===== src/rtl/wdog_pkg.sv =====
package wdog_pkg;

  localparam int unsigned MULT_W = 5;

  typedef struct packed {
    logic              steer;
    logic [MULT_W-1:0] mult;
    logic [1:0]        res;
  } wdog_cfg_t;

  // ticks per resolution step for a tick rate of tps per second
  function automatic int unsigned res_ticks(input logic [1:0] res, input int unsigned tps);
    case (res)
      2'b00:   return tps / 16;
      2'b01:   return tps / 4;
      2'b10:   return tps;
      default: return tps * 4;
    endcase
  endfunction

endpackage


===== src/rtl/wdog_sync_edge.sv =====
module wdog_sync_edge #(
  parameter int unsigned STAGES = 2
) (
  input  logic clk,
  input  logic rst_n,
  input  logic din,
  output logic edge_o
);
  logic [STAGES-1:0] chain;
  logic              prev;

  always_ff @(posedge clk or negedge rst_n) begin
    if (!rst_n) begin
      chain <= '0;
      prev  <= 1'b0;
    end else begin
      chain[0] <= din;
      for (int i = 1; i < int'(STAGES); i++) chain[i] <= chain[i-1];
      prev <= chain[STAGES-1];
    end
  end

  assign edge_o = chain[STAGES-1] ^ prev;
endmodule


===== src/rtl/wdog_countdown.sv =====
module wdog_countdown #(
  parameter int unsigned CNT_W = 11
) (
  input  logic             clk,
  input  logic             rst_n,
  input  logic             clr,
  input  logic             load,
  input  logic [CNT_W-1:0] load_val,
  input  logic             tick,
  output logic             expire
);
  logic [CNT_W-1:0] cnt;

  always_ff @(posedge clk or negedge rst_n) begin
    if (!rst_n)                cnt <= '0;
    else if (clr)              cnt <= '0;
    else if (load)             cnt <= load_val;
    else if (tick && cnt != 0) cnt <= cnt - 1'b1;
  end

  // zero means idle: a zero load or a finished count never expires
  assign expire = tick && !load && !clr && (cnt == CNT_W'(1));
endmodule


===== src/rtl/wdog_pulse.sv =====
module wdog_pulse #(
  parameter int unsigned PULSE_TICKS = 2
) (
  input  logic clk,
  input  logic rst_n,
  input  logic start,
  input  logic tick,
  output logic active
);
  localparam int unsigned W = $clog2(PULSE_TICKS + 1);
  logic [W-1:0] cnt;

  always_ff @(posedge clk or negedge rst_n) begin
    if (!rst_n)                cnt <= '0;
    else if (start)            cnt <= W'(PULSE_TICKS);
    else if (tick && cnt != 0) cnt <= cnt - 1'b1;
  end

  assign active = (cnt != 0);
endmodule


===== src/rtl/wdog_steer.sv =====
module wdog_steer
  import wdog_pkg::*;
#(
  parameter int unsigned TICKS_PER_SEC = 16,
  parameter int unsigned PULSE_TICKS   = 2,
  parameter int unsigned SYNC_STAGES   = 2
) (
  input  logic       clk,
  input  logic       rst_n,
  input  logic       tick_i,
  input  logic       kick_i,
  input  logic       cfg_wr_i,
  input  logic [7:0] cfg_wdata_i,
  input  logic       flag_rd_i,
  input  logic       pwr_down_i,
  output logic [7:0] cfg_q_o,
  output logic       wdf_o,
  output logic       irq_o,
  output logic       rst_pulse_o,
  output logic       ft_clr_o
);
  localparam int unsigned MAX_TICKS = ((1 << MULT_W) - 1) * 4 * TICKS_PER_SEC;
  localparam int unsigned CNT_W     = $clog2(MAX_TICKS + 1);

  wdog_cfg_t        cfg, wcfg, src;
  logic             wr_ok, kick_edge, load, expire, timeout_rst;
  logic [CNT_W-1:0] load_val;

  assign wcfg  = wdog_cfg_t'(cfg_wdata_i);
  assign wr_ok = cfg_wr_i && !pwr_down_i;

  wdog_sync_edge #(.STAGES(SYNC_STAGES)) u_sync (
    .clk(clk), .rst_n(rst_n), .din(kick_i), .edge_o(kick_edge)
  );

  assign src      = wr_ok ? wcfg : cfg;
  assign load     = wr_ok || kick_edge;
  assign load_val = CNT_W'(src.mult) * CNT_W'(res_ticks(src.res, TICKS_PER_SEC));

  wdog_countdown #(.CNT_W(CNT_W)) u_cnt (
    .clk(clk), .rst_n(rst_n), .clr(pwr_down_i), .load(load),
    .load_val(load_val), .tick(tick_i), .expire(expire)
  );

  assign timeout_rst = expire && cfg.steer;

  always_ff @(posedge clk or negedge rst_n) begin
    if (!rst_n)           cfg <= '0;
    else if (pwr_down_i)  cfg <= '0;
    else if (wr_ok)       cfg <= wcfg;
    else if (timeout_rst) cfg <= '0;
  end

  always_ff @(posedge clk or negedge rst_n) begin
    if (!rst_n) begin
      wdf_o    <= 1'b0;
      irq_o    <= 1'b0;
      ft_clr_o <= 1'b0;
    end else begin
      ft_clr_o <= timeout_rst;
      if (expire)         wdf_o <= 1'b1;
      else if (flag_rd_i) wdf_o <= 1'b0;
      if (pwr_down_i)                       irq_o <= 1'b0;
      else if (expire && !cfg.steer)        irq_o <= 1'b1;
      else if (wr_ok && cfg_wdata_i == '0)  irq_o <= 1'b0;
    end
  end

  wdog_pulse #(.PULSE_TICKS(PULSE_TICKS)) u_pulse (
    .clk(clk), .rst_n(rst_n), .start(timeout_rst), .tick(tick_i), .active(rst_pulse_o)
  );

  assign cfg_q_o = cfg;
endmodule


===== config.mk =====
export PLATFORM = sky130hd
export DESIGN_NAME = wdog_steer
export DESIGN_NICKNAME = d
export VERILOG_FILES = /design/src/rtl/wdog_pkg.sv /design/src/rtl/wdog_sync_edge.sv /design/src/rtl/wdog_countdown.sv /design/src/rtl/wdog_pulse.sv /design/src/rtl/wdog_steer.sv
export SDC_FILE = /design/constraint.sdc
export NUM_CORES = 1
export LEC_CHECK = 0
export BUFFER_PORTS_ARGS = -buffer_cell sky130_fd_sc_hd__buf_2
export CAP_MARGIN = 25
export CORE_MARGIN = 1.5
export CORE_UTILIZATION = 40
export CTS_CLUSTER_SIZE = 28
export DETAILED_ROUTE_END_ITERATION = 10
export HOLD_SLACK_MARGIN = 0.1
export PLACE_DENSITY = 0.67
export SETUP_SLACK_MARGIN = 0.4
export SLEW_MARGIN = 20
export SYNTH_ARGS = -nofsm -noshare
export SYNTH_HDL_FRONTEND = slang
export SYNTH_SLANG_ARGS = --single-unit

===== constraint.sdc =====
create_clock -name clk -period 3.2 [get_ports clk]
set_input_delay 0.16 -clock clk [delete_from_list [all_inputs] [get_ports clk]]
set_output_delay 0.16 -clock clk [all_outputs]
set_load 0.005 [all_outputs]

==> results.cfg, run 1 <==
[timing]
hold_viol = 0
timing.final.ws_setup_ns = 0.380
rsz0062_at_grt = true
slew_violations = 0
fmax_ghz = 0.355
skew_ns = 0.0104
tightest_slew_ns = 0.628
setup_viol_count_final = 0
layout_min_cycle_time_ns = 2.82
final.setup.tns_ns = 0
fin_crit_sh_pct = 88.1
relSlewSlack_pct = 57.9

[place]
place_congestion = 0.884
place_ws_ns = 0.105
portBuffers = 26
place_hpwl_mm = 3.65

[global_routing]
first_global_vias = 1658
track_usage_pct = 19.7
grt_overflow_total = 0
grt_max_degree = 28
grt_first_pass_wirelength_mm = 8.31
antenna_found_initial = 0

[clocking]
clock-root-buffer = clkbuf_8
cts.sinks = 27
clockBufferDepth = 2
worstSkewPairLatency_ns = 0.29
cts_buffers = 3
h-tree-depth = 1
clk_pin_slew_ns = 0.11
cts_tree = built

[floorplanning]
die_width_um = 74.5
coreArea_sq_um = 4820
dieArea_sq_um = 5550
die_h_um = 74.5
start_util_pct = 42.4
io_pins = 27
fp-row-count = 25

[setup_path]
worstPathArrival_ns = 3.02
path_depth = 10
cp-start-kind = register
reg2reg_setup_slack_ns = 0.38
critical_path.top_delay_family = adder cells
r2r-start = cfg_q_o[0]
critPathRequiredTime_ns = 3.40
setup.worst_path.end_class = register
path_class = reg -> reg
cp_max_fo = 5
r2r_end = u_cnt.cnt[10]
slowest_stage = dfrtp_2
worst_r2r_path_depth = 10
critPathLaunch = cfg_q_o[0]
cp-endpoint = u_cnt.cnt[10]
critPathMaxStageDelay_ns = 0.47
crit_chain = o31a_4 -> nor2_2 -> ha_2 -> fa_2 -> ha_4 -> and3b_2 -> o22ai_2 -> o21bai_1 -> xnor3_1 -> a211oi_2
worstPathBufferInverterCount = 0

[yosys]
syn_avg_cell_area_sq_um = 9.34
synth_seq_cells = 27
ys_seq_area_share_pct = 33.0
yosysWarnings = 0
synth.most_common_cell = nor2_1
syn_area_sq_um = 2040
synth_edf_count = 0
yosysTopAreaCell = dfrtp_1
synth_top_area_share_pct = 33.0
synthDistinctLibCells = 55
synthTopCellsByCount = nor2_1, dfrtp_1, inv_1
synth-main-ff-cell = dfrtp_1
syn_nets = 253
yosys-top-cells-area = dfrtp_1, ha_1, nor2_1, fa_1, inv_1
synth_cells = 219
synthArstFlopShare_pct = 100

[min_path]
hp-class = in -> reg

[detailed_routing]
postRouteAntennaNets = 0
drtIter0Drc = 147
dr.pass1.iters = 4
routed_via_density = 5.41
drcViolationCount = 0
wirelength_mm = 4.93
vias = 1769
wire_per_inst_um = 15.1

[pwr]
finalPower_w = 0.000990
leakagePower_nw = 1.18
peakVddDrop_uv = 249
power.density_nw_per_um2 = 389

[cells_and_area]
syn_to_final_growth_pct = 24.6
finish.net_count = 295
num-fill-cells = 472
seq_area_sq_um = 678
multi_input_area_sq_um = 1400
num_antenna_cells = 0
layout-drive-gt1-share_pct = 36.2

[job]
cap_viol_max_count = 0

[outcome]
status = complete, no violations
[cells in the final DEF (no fill, tap or decap), drive strengths merged, types with 3 or more instances in the layout]
cell / n
o22ai: 3
or2: 3
nor3: 6
nand3: 5
nand2: 12
nor2: 30
o21ai: 13
xnor2: 4
nor4: 6
a31oi: 5
xor2: 4
mux2i: 5
dfrtp: 27
o211ai: 3
ha: 15
clkbuf: 3
a21oi: 8
buf: 40
nor2b: 3
nand2b: 5
fa: 4
inv: 21
a22o: 8
[through the flow]
stage          instance area (sq um)  instances  hold WS, ns  util [%]
2_1_floorplan                   2090        219       -0.136         -
3_3_place_gp                    2310        314        0.223      48.1
3_5_place_dp                    2310        314        0.227      48.1
4_1_cts                         2460        325        0.108      51.1
5_1_grt                         2550        327        0.126      52.9
6_report                        2550        327        0.112      52.9
[where the power goes]
group	switching [W]	leakage (nW)	internal [W]
logic	0.000203	0.805	0.000153
clock network	0.000122	0.0261	0.0000919
registers	0.0000395	0.351	0.000380
total	0.000365	1.18	0.000625
[cell families after synthesis]
family                     share of synthesized area, %
AOI/OAI and AO/OA                                  18.0
DFF                                                33.0
and+or+nand+nor                                    23.3
xor gates and xnor gates                           4.53
buffers and inverters                              5.57
adders and majority gates                          13.1
muxes                                              2.45
[registers in the layout (all words and copies together) (netlist names)]
register,flops
cfg_q_o,8
ft_clr_o,1
irq_o,1
u_cnt.cnt,11
u_pulse.cnt,2
u_sync.chain,2
u_sync.prev,1
wdf_o,1
[worst min path at each step]
stage,startpoint,end,cells past startpoint
after floorplan,rst_n,cfg_q_o[0],0
after global placement,rst_n,u_cnt.cnt[7],1
after detailed placement,rst_n,u_cnt.cnt[8],1
after CTS,cfg_wdata_i[7],cfg_q_o[7],2
after global routing,flag_rd_i,wdf_o,3
final,cfg_wdata_i[7],cfg_q_o[7],2
[layout make-up]
class | instances | area share [%]
Tap cell | 67 | 3.29
Multi-Input combinational cell | 167 | 55.0
Clock buffer | 3 | 1.62
Sequential cell | 27 | 26.6
Inverter | 20 | 2.95
Clock inverter | 1 | 0.344
Timing Repair Buffer | 42 | 10.2
[timing repair]
item | in CTS | in global routing
setup endpoints to repair | 5 | 6
pin swaps | 10 | 17
endpoints found under the hold margin | 28 | 0
buffers inserted | 5 | 2
hold buffers | 2 | 0
resized for setup | 13 | 20
[metal layers]
layer / wire length (um) / track usage, % / up-vias
met5: 0 / 0 / -
met4: 56 / 5.45 / 0
met1: 2320 / 29.8 / 854
met2: 2330 / 30.2 / 45
met3: 224 / 2.03 / 5
li1: - / - / 865
(Power assumes the default switching activity.)
==> run 2, diff against run 1 <==
- CTS_BUF_LIST: default -> sky130_fd_sc_hd__clkbuf_2
==> run 2 against run 1 <==
Register-to-register slack got worse by 0.05 ns. Critical path depth rose by 2. Wire length rose by 9.4%. Combinational power rose by 7.9%. Design area rose by 6.1%. Global-route usage rose by 0.64 points. Via count rose by 4.2%. Worst setup slack got worse by 0.052 ns. Die area did not move. Critical path type unchanged. Largest cell class unchanged.
==> results.cfg, run 2 (same netlist as run 1, synthesis figures left out) <==
[outcome]
status = complete, no violations

[floorplanning]
die_width_um = 74.5
coreArea_sq_um = 4820
fp-row-count = 25
die_h_um = 74.5
dieArea_sq_um = 5550
io_pins = 27
start_util_pct = 42.4

[cells_and_area]
seq_area_sq_um = 678
multi_input_area_sq_um = 1430
finish.net_count = 310
fin_util_pct = 56.1
regMostFlops = u_cnt.cnt
layout-drive-gt1-share_pct = 37.1
num_antenna_cells = 0
num-fill-cells = 437
largest_reg_flops = 11
syn_to_final_growth_pct = 32.2
final_cell_mix = buf_2, dfrtp_1, nor2_1, buf_4
layout_commonest_cell = buf_2

[setup_path]
cp_max_fo = 5
path_class = reg -> reg
crit_chain = buf_6 -> a31oi_4 -> buf_6 -> nor2_1 -> ha_2 -> fa_1 -> ha_4 -> or2_2 -> o22ai_2 -> o21bai_1 -> xnor3_1 -> a211oi_2
setup.worst_path.end_class = register
slowest_stage = dfrtp_2
cp-start-kind = register
path_common_cell = buf_6
worstPathArrival_ns = 3.21
critPathRequiredTime_ns = 3.54
critPathMaxStageDelay_ns = 0.52

[clocking]
clk_pin_slew_ns = 0.29
cts.sinks = 27
clockBufferDepth = 2
worstSkewPairLatency_ns = 0.41
cts_buffers = 3
h-tree-depth = 1
cts_tree = built
clock-root-buffer = clkbuf_2

[pwr]
finalPower_w = 0.000955
peakVddDrop_uv = 242
leakagePower_nw = 1.24
power.density_nw_per_um2 = 354

[timing]
layout_min_cycle_time_ns = 2.87
fmax_ghz = 0.348
fin_crit_sh_pct = 89.8
hold_viol = 0
skew_ns = 0.0227
rsz0062_at_grt = true
final.setup.tns_ns = 0
tightest_slew_ns = 0.651
timing.final.ws_setup_ns = 0.328
hold-worst-slack_ns = 0.179
relSlewSlack_pct = 56.4
slew_violations = 0
setup_viol_count_final = 0

[global_routing]
grt_overflow_total = 0
track_usage_pct = 20.4
grt_first_pass_wirelength_mm = 8.66
first_global_vias = 1767
antenna_found_initial = 0
grt_max_degree = 28

[min_path]
hp-class = in -> reg

[detailed_routing]
drtIter0Drc = 90
wire_per_inst_um = 15.8
routed_via_density = 5.39
wirelength_mm = 5.39
postRouteAntennaNets = 0
drcViolationCount = 0
vias = 1843
dr.pass1.iters = 4

[place]
portBuffers = 26
place_congestion = 0.884
place_hpwl_mm = 3.65
place_ws_ns = 0.105

[job]
cap_viol_max_count = 0
## run 2: changes by cell type in the layout (fill, tap and decap cells not counted), moves of 3 or more
cell           change
clkbuf_8           -3
clkbuf_2           +3
buf_6              +3
dlygate4sd3_1     +11
## run 2: path summary, 6_finish.rpt
path	startpoint	end	slack (ns)	cells after the start
hold / removal	pwr_down_i	irq_o	0.18	4
hold reg to reg	u_sync.chain[0]	u_sync.chain[1]	0.39	0
setup reg to reg	cfg_q_o[0]	u_cnt.cnt[10]	0.33	12
setup / recovery	cfg_q_o[0]	u_cnt.cnt[10]	0.33	12
min in group asynchronous	rst_n	u_cnt.cnt[1]	0.25	2
max in group asynchronous	rst_n	cfg_q_o[1]	2.52	2
## run 2: metrics by stage
stage / instances / instance area, sq um
after CTS: 335 / 2560
after floorplan: 219 / 2090
after detailed placement: 314 / 2310
final: 342 / 2700
after global placement: 314 / 2310
after global routing: 342 / 2700
## run 2: metal layers
layer / vias to the layer above / share of wire, % / GRT usage (%)
met3: 11 / 4.1 / 1.76
li1: 898 / - / -
met2: 38 / 49 / 31.8
met4: 0 / 2.1 / 5.86
met1: 896 / 45 / 30.3
met5: - / 0 / 0
## run 2: worst max-delay path: cells and delay by family (launching register included)
family | cells | cell delay [ns]
buf+inv | 2 | 0.27
flops | 1 | 0.52
xor+xnor | 1 | 0.21
compound gates | 4 | 0.60
fa+ha+maj | 3 | 0.86
simple gates | 2 | 0.34
## run 2: what timing repair did
item	4_1_cts	5_1_grt
setup endpoints to repair	5	6
hold buffers	13	0
hold endpoints to repair	41	0
pin swaps	15	27
buffers inserted	4	7
resized for setup	20	24
## run 2: final cells by class
| type | count | area share (%) |
|---|---|---|
| multi-input cells | 167 | 53.0 |
| flip-flops and latches | 27 | 25.1 |
| repair buffers | 57 | 15.2 |
| well taps | 67 | 3.10 |
| inverters | 20 | 2.78 |
| clock buffers | 3 | 0.556 |
| clock inverters | 1 | 0.324 |
## run 2: report_power, final
part | switching [W] | total (W) | internal (W) | leakage, nW
clock network | 0.000118 | 0.000151 | 0.0000327 | 0.0170
registers | 0.0000399 | 0.000420 | 0.000380 | 0.351
logic | 0.000215 | 0.000384 | 0.000169 | 0.874
total | 0.000373 | 0.000955 | 0.000582 | 1.24
==> run 3, diff against run 2 <==
- CELL_PAD_IN_SITES_DETAIL_PLACEMENT: default -> 0
- CELL_PAD_IN_SITES_GLOBAL_PLACEMENT: default -> 1
- PLACE_DENSITY: 0.67 -> 0.81
==> run 3 against run 2 <==
Power down 4.3%. Wire length down 4.6%. Clock power down 9%. Count of clock-buffer cells in the layout unchanged. Hold slack better by 0.014 ns. Register-to-register slack better by 0.03 ns. Cell count down 1.8%. Clock skew down 0.018 ns. Via count down 3.8%. Design area down 5.7%. Combinational power down 7.3%. Critical path type unchanged.
==> results.cfg, run 3 (same netlist as run 1, synthesis figures left out) <==
[clocking]
cts.sinks = 27
clk_pin_slew_ns = 0.27
worstSkewPairLatency_ns = 0.38
cts_buffers = 3
cts_tree = built
h-tree-depth = 1
clock-root-buffer = clkbuf_2
clockBufferDepth = 2

[pwr]
swShare_pct = 38.3
combPwrFrac_pct = 38.9
finalPower_w = 0.000914
p_clk_share_pct = 15.1
power.density_nw_per_um2 = 359
power_frac_seq_pct = 46.0
p_switching_w = 0.000350
internal-power_w = 0.000564
peakVddDrop_uv = 224
leakagePower_nw = 1.21

[timing]
layout_min_cycle_time_ns = 2.85
fmax_ghz = 0.351
rsz0062_at_grt = true
hold_viol = 0
fin_crit_sh_pct = 88.9
tightest_slew_ns = 0.629
slew_violations = 0
final.setup.tns_ns = 0
timing.final.ws_setup_ns = 0.354
skew_ns = 0.00490
relSlewSlack_pct = 58.1
setup_viol_count_final = 0

[place]
placed_area_sq_um = 2310
place_ws_ns = 0.135
place_hpwl_mm = 3.65
post-place-cells = 313
portBuffers = 26
place_congestion = 0.866

[setup_path]
cp-start-kind = register
slowest_stage = dfrtp_2
setup.worst_path.end_class = register
crit_chain = o31a_4 -> nor2_2 -> ha_2 -> fa_1 -> inv_1 -> fa_2 -> inv_2 -> ha_4 -> nor2b_2 -> o22ai_2 -> o21bai_1 -> xnor3_1 -> a211oi_2
critPathMaxStageDelay_ns = 0.52
path_class = reg -> reg
worstPathArrival_ns = 3.18
critPathRequiredTime_ns = 3.53
cp_max_fo = 5

[floorplanning]
fp-row-count = 25
die_width_um = 74.5
dieArea_sq_um = 5550
io_pins = 27
coreArea_sq_um = 4820
die_h_um = 74.5
start_util_pct = 42.4

[min_path]
hp-class = in -> reg

[global_routing]
grt_first_pass_wirelength_mm = 8.67
grt_max_degree = 28
track_usage_pct = 20.7
antenna_found_initial = 0
first_global_vias = 1788
grt_overflow_total = 0

[cells_and_area]
stdcell_count = 336
largest_reg_flops = 11
regMostFlops = u_cnt.cnt
layout-drive-gt1-share_pct = 30.9
fin_area_sq_um = 2550
final_cell_mix = buf_2, nor2_1, dfrtp_1, inv_1, dlygate4sd3_1
num_antenna_cells = 0
finish.net_count = 304
syn_to_final_growth_pct = 24.6
layout_commonest_cell = buf_2

[detailed_routing]
dr.pass1.iters = 4
wire_per_inst_um = 15.3
vias = 1773
postRouteAntennaNets = 0
drcViolationCount = 0
drtIter0Drc = 118
routed_via_density = 5.28
wirelength_mm = 5.15

[outcome]
status = complete, no violations

[job]
cap_viol_max_count = 0
[run 3: cell types whose count changed in the layout (fill, tap and decap cells not counted), sizes merged]
cell	previous run	this run
buf	44	38
inv	21	20
clkinv	0	1
[run 3: power by group through the flow]
stage	registers (W)	logic [W]	clock network, W
final	0.000420	0.000356	0.000138
after global routing	0.000426	0.000400	0.000157
after CTS	0.000420	0.000349	0.000143
after detailed placement	0.000425	0.000326	0
after global placement	0.000424	0.000326	0
after floorplan	0.000417	0.000240	0
[run 3: cell type report]
class | count | area [sq um]
multi-input combinational | 167 | 1340
clock buffer | 3 | 15.0
sequential | 27 | 678
clock inverter | 1 | 5.00
inverter | 20 | 75.1
fill | 470 | 2270
tap | 67 | 83.8
timing repair buffer | 51 | 350
[run 3: worst paths after layout]
path,endpoint,slack [ns],depth (start not counted),start
max,u_cnt.cnt[10],0.35,13,cfg_q_o[0]
min,u_cnt.cnt[10],0.19,3,cfg_wr_i
max reg2reg,u_cnt.cnt[10],0.35,13,cfg_q_o[0]
min reg2reg,u_sync.chain[1],0.39,0,u_sync.chain[0]
max in group asynchronous,cfg_q_o[0],2.49,2,rst_n
min in group asynchronous,cfg_q_o[7],0.28,2,rst_n
[run 3: per-layer routing]
layer | vias up | GRT usage [%] | wire, um
met5 | - | 0 | 0
met4 | 0 | 6.87 | 98
met1 | 849 | 28.9 | 2400
li1 | 876 | - | -
met2 | 39 | 33.8 | 2480
met3 | 9 | 2.03 | 164
[run 3: worst max-delay path, delay by kind of cell (launching register included)]
| family | cells | cell delay, ns |
|---|---|---|
| adder cells (fa/ha/maj) | 4 | 0.87 |
| XOR/XNOR | 1 | 0.20 |
| AND/OR/NAND/NOR | 2 | 0.26 |
| flip-flops | 1 | 0.52 |
| buffers and inverters | 2 | 0.12 |
| AO/OA/AOI/OAI | 4 | 0.83 |
[run 3: metrics by stage]
stage          util [%]  hold slack, ns
5_1_grt            52.9           0.185
3_5_place_dp       47.9           0.212
6_report           52.9           0.193
2_1_floorplan         -          -0.136
4_1_cts            52.2           0.180
3_3_place_gp       47.9           0.215
[run 3: repair_timing]
action	CTS	global route
endpoints found under the setup margin	5	6
gates resized for setup	7	12
hold endpoints to repair	39	0
hold buffers	13	0
pin swaps	6	13
setup buffers	4	2
